**config.mk**
```make
export PLATFORM = sky130hd
export DESIGN_NAME = stereo_serial_rx
export DESIGN_NICKNAME = d
export VERILOG_FILES = /design/src/rtl/stereo_rx_pkg.sv /design/src/rtl/stereo_rx_sync.sv /design/src/rtl/stereo_rx_framer.sv /design/src/rtl/stereo_rx_assemble.sv /design/src/rtl/stereo_serial_rx.sv
export SDC_FILE = /design/constraint.sdc
export NUM_CORES = 1
export LEC_CHECK = 0
export BUFFER_PORTS_ARGS = -buffer_cell sky130_fd_sc_hd__clkbuf_2
export CAP_MARGIN = 25
export CORE_MARGIN = 2
export CORE_UTILIZATION = 58
export CTS_CLUSTER_DIAMETER = 100
export CTS_CLUSTER_SIZE = 28
export DETAILED_ROUTE_END_ITERATION = 8
export PLACE_DENSITY = 0.89
export SKIP_LAST_GASP = 1
export SYNTH_ARGS = -nofsm -noshare
export SYNTH_HDL_FRONTEND = slang
export SYNTH_SLANG_ARGS = --single-unit
```
**constraint.sdc**
```tcl
create_clock -name clk -period 4.5 [get_ports clk]
set_clock_uncertainty 0.2 [all_clocks]
set_input_delay 0.9 -clock clk [delete_from_list [all_inputs] [get_ports clk]]
set_output_delay 0.9 -clock clk [all_outputs]
set_load 0.05 [all_outputs]
```
**src/rtl/stereo_rx_pkg.sv**
```systemverilog
package stereo_rx_pkg;

   localparam int MAX_WORD = 24;
   localparam int WLEN_W   = 5;

   typedef enum logic [1:0] {
      FMT_I2S    = 2'b00,
      FMT_LEFT   = 2'b01,
      FMT_RIGHT  = 2'b10,
      FMT_PACKED = 2'b11
   } rx_fmt_e;

   // word length select code -> number of bits
   function automatic logic [WLEN_W-1:0] word_bits(input logic [1:0] code);
      logic [WLEN_W-1:0] n;
      case (code)
         2'b00:   n = 5'd16;
         2'b01:   n = 5'd18;
         2'b10:   n = 5'd20;
         default: n = 5'd24;
      endcase
      return n;
   endfunction

   // replicate bit n-1 into every position at or above n
   function automatic logic [MAX_WORD-1:0] sign_fill(input logic [MAX_WORD-1:0] w,
                                                     input logic [WLEN_W-1:0] n);
      logic [MAX_WORD-1:0] r;
      logic                s;
      s = w[n - 5'd1];
      for (int i = 0; i < MAX_WORD; i++) begin
         r[i] = (i < int'(n)) ? w[i] : s;
      end
      return r;
   endfunction

endpackage

```
**src/rtl/stereo_rx_sync.sv**
```systemverilog
module stereo_rx_sync #(
   parameter int SYNC_STAGES = 2
) (
   input  logic clk,
   input  logic rst_n,
   input  logic bclk_in,
   input  logic wclk_in,
   input  logic data_in,
   output logic bclk_rise,
   output logic wclk_s,
   output logic data_s
);

   logic bclk_s;
   logic bclk_prev_q;

   generate
      if (SYNC_STAGES == 0) begin : g_direct
         assign bclk_s = bclk_in;
         assign wclk_s = wclk_in;
         assign data_s = data_in;
      end else begin : g_chain
         logic [SYNC_STAGES-1:0] b_q;
         logic [SYNC_STAGES-1:0] w_q;
         logic [SYNC_STAGES-1:0] d_q;
         if (SYNC_STAGES == 1) begin : g_one
            always_ff @(posedge clk or negedge rst_n) begin
               if (!rst_n) begin
                  b_q <= '0;
                  w_q <= '0;
                  d_q <= '0;
               end else begin
                  b_q <= bclk_in;
                  w_q <= wclk_in;
                  d_q <= data_in;
               end
            end
         end else begin : g_many
            always_ff @(posedge clk or negedge rst_n) begin
               if (!rst_n) begin
                  b_q <= '0;
                  w_q <= '0;
                  d_q <= '0;
               end else begin
                  b_q <= {b_q[SYNC_STAGES-2:0], bclk_in};
                  w_q <= {w_q[SYNC_STAGES-2:0], wclk_in};
                  d_q <= {d_q[SYNC_STAGES-2:0], data_in};
               end
            end
         end
         assign bclk_s = b_q[SYNC_STAGES-1];
         assign wclk_s = w_q[SYNC_STAGES-1];
         assign data_s = d_q[SYNC_STAGES-1];
      end
   endgenerate

   always_ff @(posedge clk or negedge rst_n) begin
      if (!rst_n) bclk_prev_q <= 1'b0;
      else        bclk_prev_q <= bclk_s;
   end

   assign bclk_rise = bclk_s & ~bclk_prev_q;

endmodule

```
**src/rtl/stereo_rx_framer.sv**
```systemverilog
module stereo_rx_framer
   import stereo_rx_pkg::*;
#(
   parameter int SLOT_BITS = 32,
   parameter int PACK_BITS = 16,
   parameter int CNT_W     = $clog2(SLOT_BITS) + 1
) (
   input  logic              clk,
   input  logic              rst_n,
   input  logic              bclk_rise,
   input  logic              wclk_s,
   input  logic              data_s,
   input  logic [1:0]        fmt,
   input  logic [1:0]        wlen,
   output logic              cap,
   output logic              cap_bit,
   output logic              is_left,
   output logic              word_done,
   output logic              left_start,
   output logic [WLEN_W-1:0] word_len,
   output logic              aligned_q
);

   localparam logic [CNT_W-1:0] CNT_MAX = '1;

   logic             wclk_prev_q;
   logic             wclk_known_q;
   logic [CNT_W-1:0] cnt_q;
   logic             edge_seen;
   logic [CNT_W-1:0] idx;
   logic             aligned_now;
   logic [CNT_W-1:0] first_idx;
   logic [CNT_W-1:0] last_idx;
   logic             in_window;
   rx_fmt_e          fmt_e;

   assign fmt_e = rx_fmt_e'(fmt);

   // position of the current bit inside its half-frame
   assign edge_seen   = bclk_rise && wclk_known_q && (wclk_s != wclk_prev_q);
   assign idx         = edge_seen ? '0 : ((cnt_q == CNT_MAX) ? cnt_q : cnt_q + 1'b1);
   assign aligned_now = aligned_q | edge_seen;

   assign word_len = (fmt_e == FMT_PACKED) ? WLEN_W'(PACK_BITS) : word_bits(wlen);
   assign is_left  = (fmt_e == FMT_I2S) ? ~wclk_s : wclk_s;

   always_comb begin
      case (fmt_e)
         FMT_I2S:   first_idx = CNT_W'(1);
         FMT_RIGHT: first_idx = CNT_W'(SLOT_BITS) - CNT_W'(word_len);
         default:   first_idx = '0;
      endcase
      last_idx = first_idx + CNT_W'(word_len) - 1'b1;
   end

   assign in_window  = (idx >= first_idx) && (idx <= last_idx);
   assign cap        = bclk_rise && aligned_now && in_window;
   assign cap_bit    = data_s;
   assign word_done  = cap && (idx == last_idx);
   assign left_start = edge_seen && is_left;

   always_ff @(posedge clk or negedge rst_n) begin
      if (!rst_n) begin
         wclk_prev_q  <= 1'b0;
         wclk_known_q <= 1'b0;
         cnt_q        <= CNT_MAX;
         aligned_q    <= 1'b0;
      end else if (bclk_rise) begin
         wclk_prev_q  <= wclk_s;
         wclk_known_q <= 1'b1;
         cnt_q        <= idx;
         aligned_q    <= aligned_now;
      end
   end

endmodule

```
**src/rtl/stereo_rx_assemble.sv**
```systemverilog
module stereo_rx_assemble
   import stereo_rx_pkg::*;
#(
   parameter int SAMPLE_W = 24
) (
   input  logic                clk,
   input  logic                rst_n,
   input  logic                cap,
   input  logic                cap_bit,
   input  logic                is_left,
   input  logic                word_done,
   input  logic                left_start,
   input  logic [WLEN_W-1:0]   word_len,
   output logic [SAMPLE_W-1:0] smp_left,
   output logic [SAMPLE_W-1:0] smp_right,
   output logic                smp_valid
);

   logic [MAX_WORD-1:0] shift_q;
   logic [MAX_WORD-1:0] next_word;
   logic [MAX_WORD-1:0] ext_word;
   logic [SAMPLE_W-1:0] ext_full;
   logic [SAMPLE_W-1:0] left_hold_q;
   logic                left_ok_q;

   assign next_word = {shift_q[MAX_WORD-2:0], cap_bit};
   assign ext_word  = sign_fill(next_word, word_len);

   generate
      if (SAMPLE_W > MAX_WORD) begin : g_widen
         assign ext_full = {{(SAMPLE_W-MAX_WORD){ext_word[MAX_WORD-1]}}, ext_word};
      end else begin : g_exact
         assign ext_full = ext_word;
      end
   endgenerate

   always_ff @(posedge clk or negedge rst_n) begin
      if (!rst_n) begin
         shift_q     <= '0;
         left_hold_q <= '0;
         left_ok_q   <= 1'b0;
         smp_left    <= '0;
         smp_right   <= '0;
         smp_valid   <= 1'b0;
      end else begin
         smp_valid <= 1'b0;
         if (cap) shift_q <= next_word;
         if (word_done) begin
            if (is_left) begin
               left_hold_q <= ext_full;
               left_ok_q   <= 1'b1;
            end else if (left_ok_q) begin
               smp_left  <= left_hold_q;
               smp_right <= ext_full;
               smp_valid <= 1'b1;
               left_ok_q <= 1'b0;
            end
         end else if (left_start) begin
            left_ok_q <= 1'b0;
         end
      end
   end

endmodule

```
**src/rtl/stereo_serial_rx.sv**
```systemverilog
module stereo_serial_rx
   import stereo_rx_pkg::*;
#(
   parameter int SAMPLE_W    = 24,
   parameter int SLOT_BITS   = 32,
   parameter int PACK_BITS   = 16,
   parameter int SYNC_STAGES = 2
) (
   input  logic                clk,
   input  logic                rst_n,
   input  logic                ser_bclk,
   input  logic                ser_wclk,
   input  logic                ser_data,
   input  logic [1:0]          fmt_sel,
   input  logic [1:0]          wlen_sel,
   output logic [SAMPLE_W-1:0] smp_left,
   output logic [SAMPLE_W-1:0] smp_right,
   output logic                smp_valid
);

   localparam int CNT_W = $clog2(SLOT_BITS) + 1;

   initial begin
      assert (SAMPLE_W >= MAX_WORD) else $fatal(1, "SAMPLE_W below longest word");
      assert (SLOT_BITS >= MAX_WORD) else $fatal(1, "SLOT_BITS shorter than longest word");
      assert (PACK_BITS >= 2 && PACK_BITS <= MAX_WORD) else $fatal(1, "PACK_BITS out of range");
      assert (SYNC_STAGES >= 0) else $fatal(1, "SYNC_STAGES negative");
   end

   logic              bclk_rise;
   logic              wclk_s;
   logic              data_s;
   logic              cap;
   logic              cap_bit;
   logic              is_left;
   logic              word_done;
   logic              left_start;
   logic [WLEN_W-1:0] word_len;
   logic              aligned_q;

   stereo_rx_sync #(.SYNC_STAGES(SYNC_STAGES)) u_sync (
      .clk       (clk),
      .rst_n     (rst_n),
      .bclk_in   (ser_bclk),
      .wclk_in   (ser_wclk),
      .data_in   (ser_data),
      .bclk_rise (bclk_rise),
      .wclk_s    (wclk_s),
      .data_s    (data_s)
   );

   stereo_rx_framer #(
      .SLOT_BITS (SLOT_BITS),
      .PACK_BITS (PACK_BITS),
      .CNT_W     (CNT_W)
   ) u_frm (
      .clk        (clk),
      .rst_n      (rst_n),
      .bclk_rise  (bclk_rise),
      .wclk_s     (wclk_s),
      .data_s     (data_s),
      .fmt        (fmt_sel),
      .wlen       (wlen_sel),
      .cap        (cap),
      .cap_bit    (cap_bit),
      .is_left    (is_left),
      .word_done  (word_done),
      .left_start (left_start),
      .word_len   (word_len),
      .aligned_q  (aligned_q)
   );

   stereo_rx_assemble #(.SAMPLE_W(SAMPLE_W)) u_asm (
      .clk        (clk),
      .rst_n      (rst_n),
      .cap        (cap),
      .cap_bit    (cap_bit),
      .is_left    (is_left),
      .word_done  (word_done),
      .left_start (left_start),
      .word_len   (word_len),
      .smp_left   (smp_left),
      .smp_right  (smp_right),
      .smp_valid  (smp_valid)
   );

endmodule

```
==> flow_summary.yaml <==
run_status:
  status: "completed"
route:
  drc: 0
  drt_iter0_drc: 224
  via_per_inst: 5.83
  vias: 3340
  dr.pass1.iters: 4
  post_drt_wl_per_cell_um: 22.0
  ant_nets: 0
  routed_wl_um: 12600
clock_tree:
  clk_path_buf_depth: 2
  clkTransAtPathRegs_ns: 0.06
  clock_sinks: 113
  clk_latency_ns: 0.52
  clock_tree.root_cell: "clkbuf_8"
  cts_htree_levels: 4
  cts_made_buffers: 17
  cts_tree: "yes"
hold_path:
  hp-class: "reg -> reg"
die:
  die_y_um: 97.1
  ios: 58
  dieWidth_um: 97.1
  rows: 33
  die_area_sq_um: 9430
  core_area_sq_um: 8300
  start_util: 0.606
synth:
  synth_adder_area_share: 0.0538
  syn_avg_cell_area_sq_um: 13.8
  synth_xor_area_frac: 0.0122
  synth_edf_count: 0
  synthTopCellsByArea: "dfrtp_1, mux2_2, ha_1"
  synth_simple_gate_area_frac: 0.0665
  synth_compound_area_frac: 0.0463
  yosysMostFrequentCell: "dfrtp_1"
  syn_nets: 394
  netlist_area_sq_um: 5030
  synth_top_family_by_area: "multiplexers"
  synth-async-reset-ratio: 1.00
  ys_warn_count: 0
  synth.distinct_cells: 44
  synth_flop_cell: "dfrtp_1"
  synth_seq_cells: 113
  synth_common_cells: "dfrtp_1, mux2_2, nand2_1"
  synthMuxAreaShare: 0.231
  ys_seq_area_frac: 0.564
  synth_top_area_share: 0.533
  netlist_instances: 364
  yosys.area.top_type: "dfrtp_1"
power:
  powerDensity_nw_per_um2: 484
  irDropWorstVdd_uv: 307
  p_leak_nw: 3.30
  p_total_w: 0.00312
worst_setup_path:
  worst-path-max-fanout: 25
  cp_data_required_time_ns: 4.70
  path_buf_inv: 3
  max_stage_delay_ns: 0.36
  cp_slowest_cell: "mux2_1"
  path_delay_family: "adder cells"
  path_cells: "clkbuf_2 -> nor2_1 -> a21oi_2 -> nand2_2 -> ha_4 -> ha_4 -> nand2_1 -> a21oi_1 -> a21oi_1 -> ha_1 -> a21oi_2 -> xnor2_1 -> ha_1 -> and3_1 -> nand4_1 -> buf_4 -> nor4_4 -> buf_12 -> mux2_1"
  worstSetupPathType: "in -> reg"
  start_kind: "primary input"
  end_kind: "flip-flop"
  cp_data_arrival_time_ns: 4.46
global_route:
  grt_first_pass_wirelength_um: 19900
  antenna_found_initial: 0
  grt_max_degree: 58
  grt-ovfl-total: 0
  grt_pass1_vias: 3631
  globalRouteTotalUtil: 0.278
timing:
  tightest_slew_ns: 0.708
  period_share: 0.947
  finalMaxSlewViolations: 0
  slew_headroom: 0.528
  fin_crit_ns: 4.26
  worst_slack_ns: 0.238
  fmax_mhz: 235
  setup_viol: 0
  hold_violations: 0
placement:
  dpl_worst_slack_ns: -0.117
  io_buffers: 57
  gp_congestion: 0.818
  dp_hpwl_um: 7010
final_layout:
  nFillCells: 441
  diodes: 0
  drive_above_1_share: 0.487
  area_growth_pct: 28.2
  finalNetCount: 485
job:
  drv_cap: 0
## state kept, by name, summed over array words and instances (netlist names)
register,cells
u_frm.aligned_q,1
u_frm.cnt_q,6
u_sync.g_chain.d_q,2
u_asm.smp_right,24
u_asm.smp_valid,1
u_asm.smp_left,24
u_sync.bclk_prev_q,1
u_frm.wclk_prev_q,1
u_sync.g_chain.b_q,2
u_sync.g_chain.w_q,2
u_asm.left_ok_q,1
u_asm.left_hold_q,24
u_asm.shift_q,23
u_frm.wclk_known_q,1
## worst paths after layout
check,cells past startpoint,to,slack (ns),startpoint
setup / recovery,19,u_asm.left_hold_q[1],0.24,wlen_sel[1]
hold / removal,0,u_sync.g_chain.b_q[1],0.15,u_sync.g_chain.b_q[0]
setup reg to reg,12,u_asm.left_hold_q[1],0.74,u_frm.cnt_q[2]
hold reg to reg,0,u_sync.g_chain.b_q[1],0.15,u_sync.g_chain.b_q[0]
max in group asynchronous,2,u_asm.shift_q[17],3.02,rst_n
min in group asynchronous,1,u_asm.left_hold_q[1],0.22,rst_n
## placed cells by master (no fill, tap or decap), types with 6 or more instances in the layout
master,netlist,layout
a21oi_1,17,15
buf_4,1,21
clkbuf_16,0,18
clkbuf_2,0,56
dfrtp_1,107,107
dfstp_2,6,6
ha_1,20,16
inv_1,10,8
mux2_1,12,9
mux2_2,73,56
mux2_4,10,30
nand2_1,23,21
nor2_1,17,15
o21ai_0,6,6
## layer usage
layer  vias up  routed length, um  track usage
met5         -                  0            0
met4         0                431        0.114
met3        42                632       0.0727
met2       124               6560        0.478
met1      1708               5010        0.334
li1       1466                  -            -
## cell type report
type                    instances  area (sq um)  area share
clock inverters                11           175      0.0272
well taps                     105           131      0.0204
multi-input cells             228          2220       0.345
inverters                      11          41.3     0.00641
flip-flops and latches        113          2840       0.440
clock buffers                  21           459      0.0712
repair buffers                 84           579      0.0899
## timing repair
action	in CTS	in global routing
gates resized for setup	0	1
setup endpoints to repair	0	8
hold buffers	0	0
hold endpoints to repair	0	0
setup buffers	0	1
## power by group
group / total, W / switching, W / internal (W)
Clock: 0.00145 / 0.000504 / 0.000949
Sequential: 0.00118 / 0.0000839 / 0.00110
Combinational: 0.000484 / 0.000270 / 0.000214
## worst reg2reg max path: stages (launching register included)
cell and delay (ns):
dfstp_2 0.58, and3_2 0.25, nand3_1 0.19, xor2_1 0.24, nand2_1 0.13, ha_1 0.33
a21boi_0 0.21, o21ai_0 0.12, a21oi_1 0.25, nor3_4 0.11, nor4_4 0.40, buf_12 0.27
mux2_1 0.37
## cells by family after synthesis
| kind of cell | Yosys count |
|---|---|
| AOI/OAI and AO/OA | 36 |
| and+or+nand+nor | 65 |
| adders and majority gates | 21 |
| buffers and inverters | 23 |
| xor gates and xnor gates | 7 |
| DFF | 113 |
| muxes | 98 |
| other | 1 |
## stage by stage
stage	utilization	instances	TNS (ns)	hold slack (ns)	area, sq um
final	0.777	573	0	0.149	6440
after global placement	0.691	538	-0.698	0.132	5740
after global routing	0.777	573	-0.0376	0.159	6440
after floorplan	-	364	0	0.131	5200
after detailed placement	0.691	538	-4.38	0.135	5740
after CTS	0.768	570	0	0.150	6370
Note: power is estimated with default switching activity, not from simulation.
